## config.mk

```make
export PLATFORM = sky130hd
export DESIGN_NAME = gp_tick_timer
export DESIGN_NICKNAME = d
export VERILOG_FILES = /design/src/rtl/gp_tick_timer_pkg.sv /design/src/rtl/gtt_divider.sv /design/src/rtl/gtt_prescale.sv /design/src/rtl/gtt_counter.sv /design/src/rtl/gtt_flags.sv /design/src/rtl/gp_tick_timer.sv
export SDC_FILE = /design/constraint.sdc
export NUM_CORES = 1
export LEC_CHECK = 0
export ABC_AREA = 1
export CORE_MARGIN = 8
export CORE_UTILIZATION = 64
export CTS_BUF_LIST = sky130_fd_sc_hd__clkbuf_8
export DETAILED_ROUTE_END_ITERATION = 10
export DONT_BUFFER_PORTS = 1
export GPL_TIMING_DRIVEN = 0
export PLACE_DENSITY = 0.8
export SYNTH_ARGS = -nofsm -noshare
export SYNTH_HDL_FRONTEND = slang
export SYNTH_SLANG_ARGS = --single-unit
```

## constraint.sdc

```tcl
create_clock -name clk_i -period 4 [get_ports clk_i]
set_input_delay 0.2 -clock clk_i [delete_from_list [all_inputs] [get_ports clk_i]]
set_output_delay 0.2 -clock clk_i [all_outputs]
set_load 0.02 [all_outputs]
```

## src/rtl/gp_tick_timer_pkg.sv

```systemverilog
package gp_tick_timer_pkg;
  localparam int unsigned DATA_W = 32;
  localparam int unsigned REG_AW = 4;
  localparam int unsigned N_CMP  = 3;

  localparam logic [REG_AW-1:0] RA_CTRL = 4'd0;
  localparam logic [REG_AW-1:0] RA_PSC  = 4'd1;
  localparam logic [REG_AW-1:0] RA_STAT = 4'd2;
  localparam logic [REG_AW-1:0] RA_IEN  = 4'd3;
  localparam logic [REG_AW-1:0] RA_CMP0 = 4'd4;
  localparam logic [REG_AW-1:0] RA_CNT  = 4'd9;

  localparam int unsigned CB_EN     = 0;
  localparam int unsigned CB_SRC_LO = 6;
  localparam int unsigned SRC_W     = 3;
  localparam int unsigned CB_FRR    = 9;
  localparam int unsigned CB_OSC    = 10;
  localparam int unsigned CB_SRST   = 15;

  localparam logic [SRC_W-1:0] SRC_PERIPH = 3'd1;
  localparam logic [SRC_W-1:0] SRC_OSC    = 3'd5;

  typedef struct packed {
    logic             osc_en;
    logic             frr;
    logic [SRC_W-1:0] src;
    logic             en;
  } ctrl_t;
endpackage

```

## src/rtl/gtt_divider.sv

```systemverilog
module gtt_divider #(
  parameter int unsigned W = 4
) (
  input  logic         clk_i,
  input  logic         rst_ni,
  input  logic         clr_i,
  input  logic         en_i,
  input  logic         in_i,
  input  logic [W-1:0] lim_i,
  output logic         out_o
);
  logic [W-1:0] cnt_q;
  logic         hit;

  assign hit   = (cnt_q == lim_i);
  assign out_o = en_i & in_i & hit;

  always_ff @(posedge clk_i or negedge rst_ni) begin
    if (!rst_ni)            cnt_q <= '0;
    else if (clr_i)         cnt_q <= '0;
    else if (en_i && in_i)  cnt_q <= hit ? '0 : cnt_q + 1'b1;
  end

  // a terminal input pulse restarts the phase
  a_r3_div_restart: assert property (@(posedge clk_i) disable iff (!rst_ni)
    (en_i && in_i && hit && !clr_i) |=> (cnt_q == '0));
endmodule

```

## src/rtl/gtt_prescale.sv

```systemverilog
module gtt_prescale
  import gp_tick_timer_pkg::*;
#(
  parameter int unsigned MAIN_W = 12,
  parameter int unsigned OSC_W  = 4
) (
  input  logic              clk_i,
  input  logic              rst_ni,
  input  logic              clr_i,
  input  logic              en_i,
  input  logic [SRC_W-1:0]  src_i,
  input  logic              osc_en_i,
  input  logic              osc_tick_i,
  input  logic [OSC_W-1:0]  osc_div_i,
  input  logic [MAIN_W-1:0] main_div_i,
  output logic              tick_o
);
  logic osc_sel, periph_sel, osc_stage;

  assign osc_sel    = (src_i == SRC_OSC) & osc_en_i;
  assign periph_sel = (src_i == SRC_PERIPH);

  gtt_divider #(.W(OSC_W)) u_osc_div (
    .clk_i, .rst_ni, .clr_i, .en_i,
    .in_i  (osc_sel & osc_tick_i),
    .lim_i (osc_div_i),
    .out_o (osc_stage)
  );

  gtt_divider #(.W(MAIN_W)) u_main_div (
    .clk_i, .rst_ni, .clr_i, .en_i,
    .in_i  (periph_sel | osc_stage),
    .lim_i (main_div_i),
    .out_o (tick_o)
  );

  // no tick for an unused source code
  a_r5_src_gate: assert property (@(posedge clk_i) disable iff (!rst_ni)
    !(src_i == SRC_PERIPH || src_i == SRC_OSC) |-> !tick_o);
  // no tick while disabled
  a_r10_no_tick_off: assert property (@(posedge clk_i) disable iff (!rst_ni)
    !en_i |-> !tick_o);
endmodule

```

## src/rtl/gtt_counter.sv

```systemverilog
module gtt_counter #(
  parameter int unsigned W = 32,
  parameter int unsigned N = 3
) (
  input  logic                clk_i,
  input  logic                rst_ni,
  input  logic                clr_i,
  input  logic                en_i,
  input  logic                tick_i,
  input  logic                frr_i,
  input  logic                ld_i,
  input  logic [W-1:0]        ld_val_i,
  input  logic [N-1:0][W-1:0] cmp_i,
  output logic [W-1:0]        cnt_o,
  output logic [N-1:0]        match_o
);
  logic [W-1:0] cnt_q;

  for (genvar k = 0; k < N; k++) begin : g_match
    assign match_o[k] = tick_i & (cnt_q == cmp_i[k]);
  end

  always_ff @(posedge clk_i or negedge rst_ni) begin
    if (!rst_ni)      cnt_q <= '0;
    else if (clr_i)   cnt_q <= '0;
    else if (ld_i)    cnt_q <= ld_val_i;
    else if (tick_i)  cnt_q <= (!frr_i && cnt_q == cmp_i[0]) ? '0 : cnt_q + 1'b1;
  end

  assign cnt_o = cnt_q;

  a_r6_wrap: assert property (@(posedge clk_i) disable iff (!rst_ni)
    (tick_i && frr_i && cnt_q == '1 && !ld_i && !clr_i) |=> (cnt_q == '0));
  a_r7_reload: assert property (@(posedge clk_i) disable iff (!rst_ni)
    (tick_i && !frr_i && cnt_q == cmp_i[0] && !ld_i && !clr_i) |=> (cnt_q == '0));
  a_r10_hold: assert property (@(posedge clk_i) disable iff (!rst_ni)
    (!en_i && !ld_i && !clr_i) |=> $stable(cnt_q));
endmodule

```

## src/rtl/gtt_flags.sv

```systemverilog
module gtt_flags #(
  parameter int unsigned N = 3
) (
  input  logic         clk_i,
  input  logic         rst_ni,
  input  logic         clr_i,
  input  logic [N-1:0] match_i,
  input  logic [N-1:0] w1c_i,
  input  logic [N-1:0] ien_i,
  output logic [N-1:0] status_o,
  output logic         irq_o
);
  logic [N-1:0] status_q;

  for (genvar k = 0; k < N; k++) begin : g_flag
    always_ff @(posedge clk_i or negedge rst_ni) begin
      if (!rst_ni)          status_q[k] <= 1'b0;
      else if (clr_i)       status_q[k] <= 1'b0;
      else if (match_i[k])  status_q[k] <= 1'b1;
      else if (w1c_i[k])    status_q[k] <= 1'b0;
    end

    // set wins over a same-cycle clear
    a_r8_set_on_match: assert property (@(posedge clk_i) disable iff (!rst_ni)
      (match_i[k] && !clr_i) |=> status_q[k]);
  end

  assign status_o = status_q;
  assign irq_o    = |(status_q & ien_i);
endmodule

```

## src/rtl/gp_tick_timer.sv

```systemverilog
module gp_tick_timer
  import gp_tick_timer_pkg::*;
#(
  parameter int unsigned CNT_W       = 32,
  parameter int unsigned MAIN_PS_W   = 12,
  parameter int unsigned OSC_PS_W    = 4,
  parameter int unsigned SRST_CYCLES = 4
) (
  input  logic              clk_i,
  input  logic              rst_ni,
  input  logic              req_i,
  input  logic              we_i,
  input  logic [REG_AW-1:0] addr_i,
  input  logic [DATA_W-1:0] wdata_i,
  output logic [DATA_W-1:0] rdata_o,
  input  logic              osc_tick_i,
  output logic              irq_o
);
  localparam int unsigned SRST_CW = (SRST_CYCLES > 1) ? $clog2(SRST_CYCLES) : 1;

  ctrl_t                       ctrl_q;
  logic [MAIN_PS_W-1:0]        psc_main_q;
  logic [OSC_PS_W-1:0]         psc_osc_q;
  logic [N_CMP-1:0]            ien_q;
  logic [N_CMP-1:0][CNT_W-1:0] cmp_q;
  logic                        busy_q;
  logic [SRST_CW-1:0]          srst_cnt_q;

  logic                        wr_en, srst_go, clr, cnt_tick;
  logic [N_CMP-1:0]            match_w, status_w, w1c;
  logic [CNT_W-1:0]            cnt_w;

  assign wr_en   = req_i & we_i & ~busy_q;
  assign srst_go = wr_en & (addr_i == RA_CTRL) & wdata_i[CB_SRST];
  assign clr     = busy_q | srst_go;
  assign w1c     = (wr_en && addr_i == RA_STAT) ? wdata_i[N_CMP-1:0] : '0;

  always_ff @(posedge clk_i or negedge rst_ni) begin
    if (!rst_ni) begin
      ctrl_q     <= '0;
      psc_main_q <= '0;
      psc_osc_q  <= '0;
      ien_q      <= '0;
    end else if (clr) begin
      ctrl_q     <= '0;
      psc_main_q <= '0;
      psc_osc_q  <= '0;
      ien_q      <= '0;
    end else if (wr_en) begin
      case (addr_i)
        RA_CTRL: begin
          ctrl_q.en     <= wdata_i[CB_EN];
          ctrl_q.src    <= wdata_i[CB_SRC_LO +: SRC_W];
          ctrl_q.frr    <= wdata_i[CB_FRR];
          ctrl_q.osc_en <= wdata_i[CB_OSC];
        end
        RA_PSC: begin
          psc_main_q <= wdata_i[MAIN_PS_W-1:0];
          psc_osc_q  <= wdata_i[MAIN_PS_W +: OSC_PS_W];
        end
        RA_IEN:  ien_q <= wdata_i[N_CMP-1:0];
        default: ;
      endcase
    end
  end

  for (genvar k = 0; k < N_CMP; k++) begin : g_cmp
    always_ff @(posedge clk_i or negedge rst_ni) begin
      if (!rst_ni)    cmp_q[k] <= '0;
      else if (clr)   cmp_q[k] <= '0;
      else if (wr_en && addr_i == RA_CMP0 + REG_AW'(k))
                      cmp_q[k] <= wdata_i[CNT_W-1:0];
    end
  end

  // self-clearing reset sequencer
  always_ff @(posedge clk_i or negedge rst_ni) begin
    if (!rst_ni) begin
      busy_q     <= 1'b0;
      srst_cnt_q <= '0;
    end else if (srst_go) begin
      busy_q     <= 1'b1;
      srst_cnt_q <= SRST_CW'(SRST_CYCLES - 1);
    end else if (busy_q) begin
      if (srst_cnt_q == '0) busy_q <= 1'b0;
      else                  srst_cnt_q <= srst_cnt_q - 1'b1;
    end
  end

  gtt_prescale #(.MAIN_W(MAIN_PS_W), .OSC_W(OSC_PS_W)) u_psc (
    .clk_i, .rst_ni,
    .clr_i      (clr),
    .en_i       (ctrl_q.en),
    .src_i      (ctrl_q.src),
    .osc_en_i   (ctrl_q.osc_en),
    .osc_tick_i,
    .osc_div_i  (psc_osc_q),
    .main_div_i (psc_main_q),
    .tick_o     (cnt_tick)
  );

  gtt_counter #(.W(CNT_W), .N(N_CMP)) u_cnt (
    .clk_i, .rst_ni,
    .clr_i    (clr),
    .en_i     (ctrl_q.en),
    .tick_i   (cnt_tick),
    .frr_i    (ctrl_q.frr),
    .ld_i     (wr_en && addr_i == RA_CNT),
    .ld_val_i (wdata_i[CNT_W-1:0]),
    .cmp_i    (cmp_q),
    .cnt_o    (cnt_w),
    .match_o  (match_w)
  );

  gtt_flags #(.N(N_CMP)) u_flg (
    .clk_i, .rst_ni,
    .clr_i    (clr),
    .match_i  (match_w),
    .w1c_i    (w1c),
    .ien_i    (ien_q),
    .status_o (status_w),
    .irq_o
  );

  always_comb begin
    rdata_o = '0;
    case (addr_i)
      RA_CTRL: begin
        rdata_o[CB_EN]              = ctrl_q.en;
        rdata_o[CB_SRC_LO +: SRC_W] = ctrl_q.src;
        rdata_o[CB_FRR]             = ctrl_q.frr;
        rdata_o[CB_OSC]             = ctrl_q.osc_en;
        rdata_o[CB_SRST]            = busy_q;
      end
      RA_PSC: begin
        rdata_o[MAIN_PS_W-1:0]         = psc_main_q;
        rdata_o[MAIN_PS_W +: OSC_PS_W] = psc_osc_q;
      end
      RA_STAT: rdata_o[N_CMP-1:0] = status_w;
      RA_IEN:  rdata_o[N_CMP-1:0] = ien_q;
      RA_CNT:  rdata_o[CNT_W-1:0] = cnt_w;
      default: ;
    endcase
    for (int k = 0; k < N_CMP; k++)
      if (addr_i == RA_CMP0 + REG_AW'(k)) rdata_o[CNT_W-1:0] = cmp_q[k];
  end

  a_r11_cleared_while_busy: assert property (@(posedge clk_i) disable iff (!rst_ni)
    busy_q |-> (cnt_w == '0 && status_w == '0 && !irq_o));
  a_r11_ctrl_zero_busy: assert property (@(posedge clk_i) disable iff (!rst_ni)
    busy_q |=> (ctrl_q == '0 && ien_q == '0));
endmodule

```

After elaboration in Yosys (flattened, before gate mapping)
Cells that the tools add are included.
{"block": "word_totals", "out_inout_bits": 33, "regBits": 175, "wordCells": 138, "romBits": 0, "mem_count": 0, "latch_bits": 0, "inputBits": 41, "mem_bits_rw": 0}
{"block": "classes", "eq_ne": 15, "shifts": 0, "magnitude_cmp": 0, "addsub": 4, "muxes": 54, "bitwise": 17, "div": 0, "multipliers": 0, "n_reduce_logical": 30}
{"operator": "$mux 32", "n": 13}
{"operator": "$eq 32x32->1", "n": 3}
{"operator": "$mux 12", "n": 6}
{"operator": "$add 32x1->32 const B", "n": 1}
{"operator": "$mux 4", "n": 6}
{"operator": "$reduce_bool 2->1", "n": 10}
{"operator": "$mux 6", "n": 3}
{"operator": "$mux 16", "n": 1}
{"operator": "$pmux 5 s3", "n": 1}
{"operator": "$and 1x1->1", "n": 13}
{"operator": "$add 12x1->12 const B", "n": 1}
{"operator": "$eq 12x12->1", "n": 1}
{"operator": "$eq 4x3->1 const B", "n": 3}
{"operator": "$mux 1", "n": 12}
{"operator": "$mux 3", "n": 4}
{"operator": "$reduce_bool 3->1", "n": 4}
{"operator": "$eq 4x2->1 const B", "n": 2}
{"operator": "$logic_and 1x1->1", "n": 8}
{"operator": "$pmux 2 s4", "n": 1}
{"operator": "$pmux 4 s2", "n": 1}
{"operator": "$reduce_and 2->1", "n": 4}
{"operator": "$mux 2", "n": 3}
{"operator": "$pmux 3 s2", "n": 1}
{"operator": "$pmux 1 s5", "n": 1}
{"operator": "other kinds (16)", "n": 17}

Longest topological paths before layout
{"block": "depth", "word_depth": 11, "mapped_depth": 14, "ltp_nobuf": 13}

Modules after synthesis
From an unflattened synthesis, not the netlist that was laid out.
{"block": "unflattened", "cells_unflattened": 1806, "hier_area_um2": 12136.6}
{"mod": "gp_tick_timer", "n_inst": 1, "area_each_um2": 6591.3, "cells_each": 837, "seq_area_each_um2": 3103.0}
{"mod": "gtt_counter", "n_inst": 1, "area_each_um2": 4219.0, "cells_each": 764, "seq_area_each_um2": 800.8}
{"mod": "gtt_divider at u_psc.u_main_div", "n_inst": 1, "area_each_um2": 868.3, "cells_each": 133, "seq_area_each_um2": 300.3}
{"mod": "gtt_divider at u_psc.u_osc_div", "n_inst": 1, "area_each_um2": 285.3, "cells_each": 45, "seq_area_each_um2": 100.1}
{"mod": "gtt_flags", "n_inst": 1, "area_each_um2": 140.1, "cells_each": 19, "seq_area_each_um2": 75.1}
{"mod": "gtt_prescale", "n_inst": 1, "area_each_um2": 32.5, "cells_each": 8, "seq_area_each_um2": 0.0}

Least setup slack after synthesis
OpenSTA, ideal clock, no wires.
{"block": "synth_timing", "path_type": "reg-to-reg", "from": "register u_cnt.cnt_q[12] (netlist: u_cnt.cnt_o[12])", "to": "register u_cnt.cnt_q[10] (netlist: u_cnt.cnt_o[10])", "setup_slack_ps": 2362, "setup_ps": 116, "path_stages_with_launch": 15, "t_arrival_ps": 1522, "path_buffers": 2, "t_required_ps": 3884, "cell_sequence": "dfrtp_1 buf_2 inv_1 nand2_1 nand2_1 nand2_1 nor2_1 nand2_1 nor2_1 nand3_1 clkbuf_1 nand2_1 nand2_1 nand2_1 nand2_1"}
{"block": "synth_via", "elab_chain_len": 6}
{"element": "from (decl)", "line": "gtt_counter.sv:17", "source": "logic [W-1:0] cnt_q;"}
{"element": "from (signal assigned)", "line": "gtt_counter.sv:26", "source": "else if (ld_i) cnt_q <= ld_val_i;"}
{"element": "from (signal assigned)", "line": "gtt_counter.sv:27", "source": "else if (tick_i) cnt_q <= (!frr_i && cnt_q == cmp_i[0]) ? '0 : cnt_q + 1'b1;"}
{"element": "$eq 32x32->1", "line": "gtt_counter.sv:27"}
{"element": "$logic_and 1x1->1", "line": "gtt_counter.sv:27"}
{"element": "$mux 32 (2 in series)", "line": "gtt_counter.sv:27"}
{"element": "$mux 32", "line": "gtt_counter.sv:26"}
{"element": "$mux 32", "line": "gtt_counter.sv:25", "source": "else if (clr_i) cnt_q <= '0;"}
Every way passes these cells. The select of a mux whose other input is x is not followed.
A chain may end at the register's enable or synchronous reset.

Worst setup path after layout
{"block": "layout_timing", "from": "input port addr_i[1]", "to": "output port rdata_o[30]"}
{"block": "layout_via", "elab_chain_len": 5, "word_cells_on_any_way": 8, "classes_between": "eq/ne (4); mux (4)"}
{"element": "from (decl)", "line": "gp_tick_timer.sv:13", "source": "input logic [REG_AW-1:0] addr_i,"}
{"element": "$eq 4x4->1", "line": "gp_tick_timer.sv:127", "source": "case (addr_i)"}
{"element": "$mux 16", "line": "gp_tick_timer.sv:127"}
{"element": "$mux 32 (2 in series)", "line": "gp_tick_timer.sv:145", "source": "if (addr_i == RA_CMP0 + REG_AW'(k)) rdata_o[CNT_W-1:0] = cmp_q[k];"}
{"element": "$mux 32 (*)", "line": "gp_tick_timer.sv:145"}
{"element": "to (decl)", "line": "gp_tick_timer.sv:15", "source": "output logic [DATA_W-1:0] rdata_o,"}
Every way passes the cells marked *; elsewhere a longest branch is shown, timed or not.

==> results.sh <==
export IMPL_clock_skew_ns=0.0156
export IMPL_critPathMaxStageDelay_ns=0.69
export IMPL_drt_iter0_markers=1381
export IMPL_cp_cell_sequence="inv_2, nor2_1, nand2_1, inv_1, buf_2, buf_1, nand2_1, o2111ai_1"
export IMPL_grt_usage_pct=32.5
export IMPL_dp_hpwl_mm=25.2
export IMPL_die_h_um=147
export IMPL_critPathRequiredTime_ns=3.80
export IMPL_ys_types=41
export IMPL_met2_usage_pct=49.9
export IMPL_max_vdd_ir_drop_mv=0.332
export IMPL_async_flop_share_pct=100
export IMPL_root_buffer="clkbuf_8"
export IMPL_fin_nets=1641
export IMPL_synth_common_cells="nand2_1 (620), dfrtp_1 (175), nor2_1 (114), inv_1 (95), xnor2_1 (88)"
export IMPL_finalSetupTns_ns=0
export IMPL_ant_nets=0
export IMPL_cts_tree="built"
export IMPL_worstPathMaxFanout=10
export IMPL_ctsHoldBuffers=32
export IMPL_violations="negative hold slack"
export IMPL_boundaryPins=74
export IMPL_path_class="in -> out"
export IMPL_fmax_mhz=375
export IMPL_tightest_slew_ns=0.947
export IMPL_vias=10900
export IMPL_finalSetupViolCount=0
export IMPL_yosysTopAreaCellShare_pct=40.1
export IMPL_clk_pin_slew_ns=0.10
export IMPL_cp_arrival_ns=2.46
export IMPL_start_util_pct=65.6
export IMPL_cts_sinks=175
export IMPL_maxCapViolations=0
export IMPL_firstDrtPassIters=6
export IMPL_power_density_nw_per_um2=477
export IMPL_antenna_found_initial=0
export IMPL_top_usage_layer="met2"
export IMPL_grt_use_met1_pct=44.1
export IMPL_syn_inst=1545
export IMPL_synth_area_leaders="dfrtp_1 (40%), nand2_1 (21%), xnor2_1 (7.1%)"
export IMPL_synth_edf_count=0
export IMPL_finalHoldViolCount=175
export IMPL_cp_common_cell="nand2_1"
export IMPL_cts_resized_gates=0
export IMPL_wl_per_cell_um=19.1
export IMPL_insertion_delay_ns=0.47
export IMPL_slowest_stage="buf_1"
export IMPL_fillers=1448
export IMPL_drc_errors=0
export IMPL_via_per_inst=5.94
export IMPL_status="finished with violations"
export IMPL_ys_ff_latch=175
export IMPL_area_delta_synth_final_pct=9.13
export IMPL_finalCriticalPeriod_ns=2.66
export IMPL_numCtsBuffers=17
export IMPL_max_slew_margin_pct=36.8
export IMPL_place_gp_congestion=0.955
export IMPL_die_width_um=147
export IMPL_layout_drive_gt1_share_pct=7.96
export IMPL_critical_path_top_delay_family="buffers and inverters"
export IMPL_ys_seq_area_share_pct=40.1
export IMPL_syn_avg_cell_area_sq_um=7.07
export IMPL_slew_violations=0
export IMPL_io_buffer_count=0
export IMPL_critPathLaunchType="input port"
export IMPL_yosysMostFrequentCell="nand2_1"
export IMPL_grt_pass1_vias=10200
export IMPL_core_area_sq_um=16600
export IMPL_timing_final_crit_share_pct=66.6
export IMPL_grt_max_degree=176
export IMPL_dieArea_sq_um=21500
export IMPL_use_met3_pct=7.54
export IMPL_diodes=0
export IMPL_grt_pass1_wl_mm=55.1
export IMPL_fp_row_count=47
export IMPL_cts_htree_levels=4
export IMPL_clockBufferDepth=2
export IMPL_holdWs_ns=-0.580
export IMPL_ys_flop_type="dfrtp_1"
export IMPL_synth_area_sq_um=10900
export IMPL_hold_class="in -> async"
export IMPL_leakage_uw=0.00565
export IMPL_yosysTopAreaCell="dfrtp_1"
export IMPL_cp_num_buf_inv=4
export IMPL_crit_path_end_kind="primary output"
export IMPL_gr_total_overflow=0
export IMPL_post_cts_buffers=0
export IMPL_yosys_warnings=0
export IMPL_synthesis_nets=1590
export IMPL_drt_total_wl_mm=34.9
export IMPL_rsz0062_at_grt="false"
==> where the power goes <==
| part | leakage (uW) | switching [uW] | internal [uW] | total, uW |
|---|---|---|---|---|
| Sequential | 0.00228 | 471 | 2250 | 2720 |
| Combinational | 0.00317 | 949 | 731 | 1680 |
| Clock | 0.000203 | 696 | 583 | 1280 |
==> routing by layer <==
| metal | up-vias | wire length [um] |
|---|---|---|
| met5 | - | 0 |
| met4 | 0 | 1110 |
| met3 | 84 | 4180 |
| met2 | 626 | 15500 |
| met1 | 5133 | 14100 |
| li1 | 5025 | - |
==> state kept, by name (all words and copies together) (netlist names), 3 cells and up <==
name and count:
cmp_q 96, ctrl_q 6, ien_q 3, psc_main_q 12
psc_osc_q 4, u_cnt.cnt_o 32, u_flg.status_o 3, u_psc.u_main_div.cnt_q 12
u_psc.u_osc_div.cnt_q 4
==> worst reg2reg max path: stages, from the launching register on <==
cell,delay (ns)
dfrtp_1,0.37
buf_2,0.19
xnor2_1,0.20
nand2_1,0.08
nor2_1,0.17
nand2_1,0.12
nor2_1,0.22
nand3_1,0.30
clkbuf_1,0.33
nand2_1,0.17
nand2_1,0.07
nand2_1,0.06
nand2_1,0.04
==> path summary, 6_finish.rpt <==
| check | start | endpoint | slack, ns | depth (start not counted) |
|---|---|---|---|---|
| setup / recovery | addr_i[1] | rdata_o[30] | 1.34 | 8 |
| hold / removal | rst_ni | cmp_q[76]$_DFFE_PN0P_ | -0.58 | 0 |
| setup reg to reg | u_cnt.cnt_o[19]$_DFFE_PN0P_ | u_cnt.cnt_o[13]$_DFFE_PN0P_ | 1.58 | 12 |
| hold reg to reg | ctrl_q[2]$_DFFE_PN0P_ | ctrl_q[2]$_DFFE_PN0P_ | 0.51 | 2 |
| max in group asynchronous | rst_ni | cmp_q[49]$_DFFE_PN0P_ | 4.14 | 0 |
| min in group clk_i | wdata_i[2] | psc_main_q[2]$_DFFE_PN0P_ | 0.02 | 2 |
==> area by class of cell <==
type	count	area (sq um)	area share, %
Multi-Input combinational cell	1182	5660	47.5
Sequential cell	175	4380	36.7
Buffer	85	495	4.16
Inverter	103	387	3.24
Timing Repair Buffer	32	320	2.69
Tap cell	220	275	2.31
Clock buffer	18	248	2.08
Clock inverter	14	154	1.29
==> layout by cell type (no fill, tap or decap), drive strengths merged, types with 34 or more instances in the layout <==
master	count
nand3	40
dfrtp	175
buf	69
xnor2	88
nand2	625
clkbuf	34
a21oi	50
nor2	122
o21ai	148
inv	107
==> kinds of logic (layout without fill, tap and decap cells) <==
group	Yosys count	after routing	synth area share [%]
buffers and inverters	188	252	8.08
DFF	175	175	40.1
and+or+nand+nor	848	848	31.6
AOI/OAI and AO/OA	233	233	12.0
xor gates and xnor gates	97	97	7.78
adders and majority gates	4	4	0.458
==> per-stage QoR <==
stage	cells	utilization, %	power (uW)	setup slack (ns)	cell area, sq um
after floorplan	1545	-	3920	2.36	10900
after global placement	1765	67.3	4270	1.60	11200
after detailed placement	1765	67.3	4340	1.53	11200
after CTS	1829	71.6	5640	1.47	11900
after global routing	1829	71.6	6030	1.29	11900
final	1829	71.6	5680	1.34	11900
(Power assumes the default switching activity.)
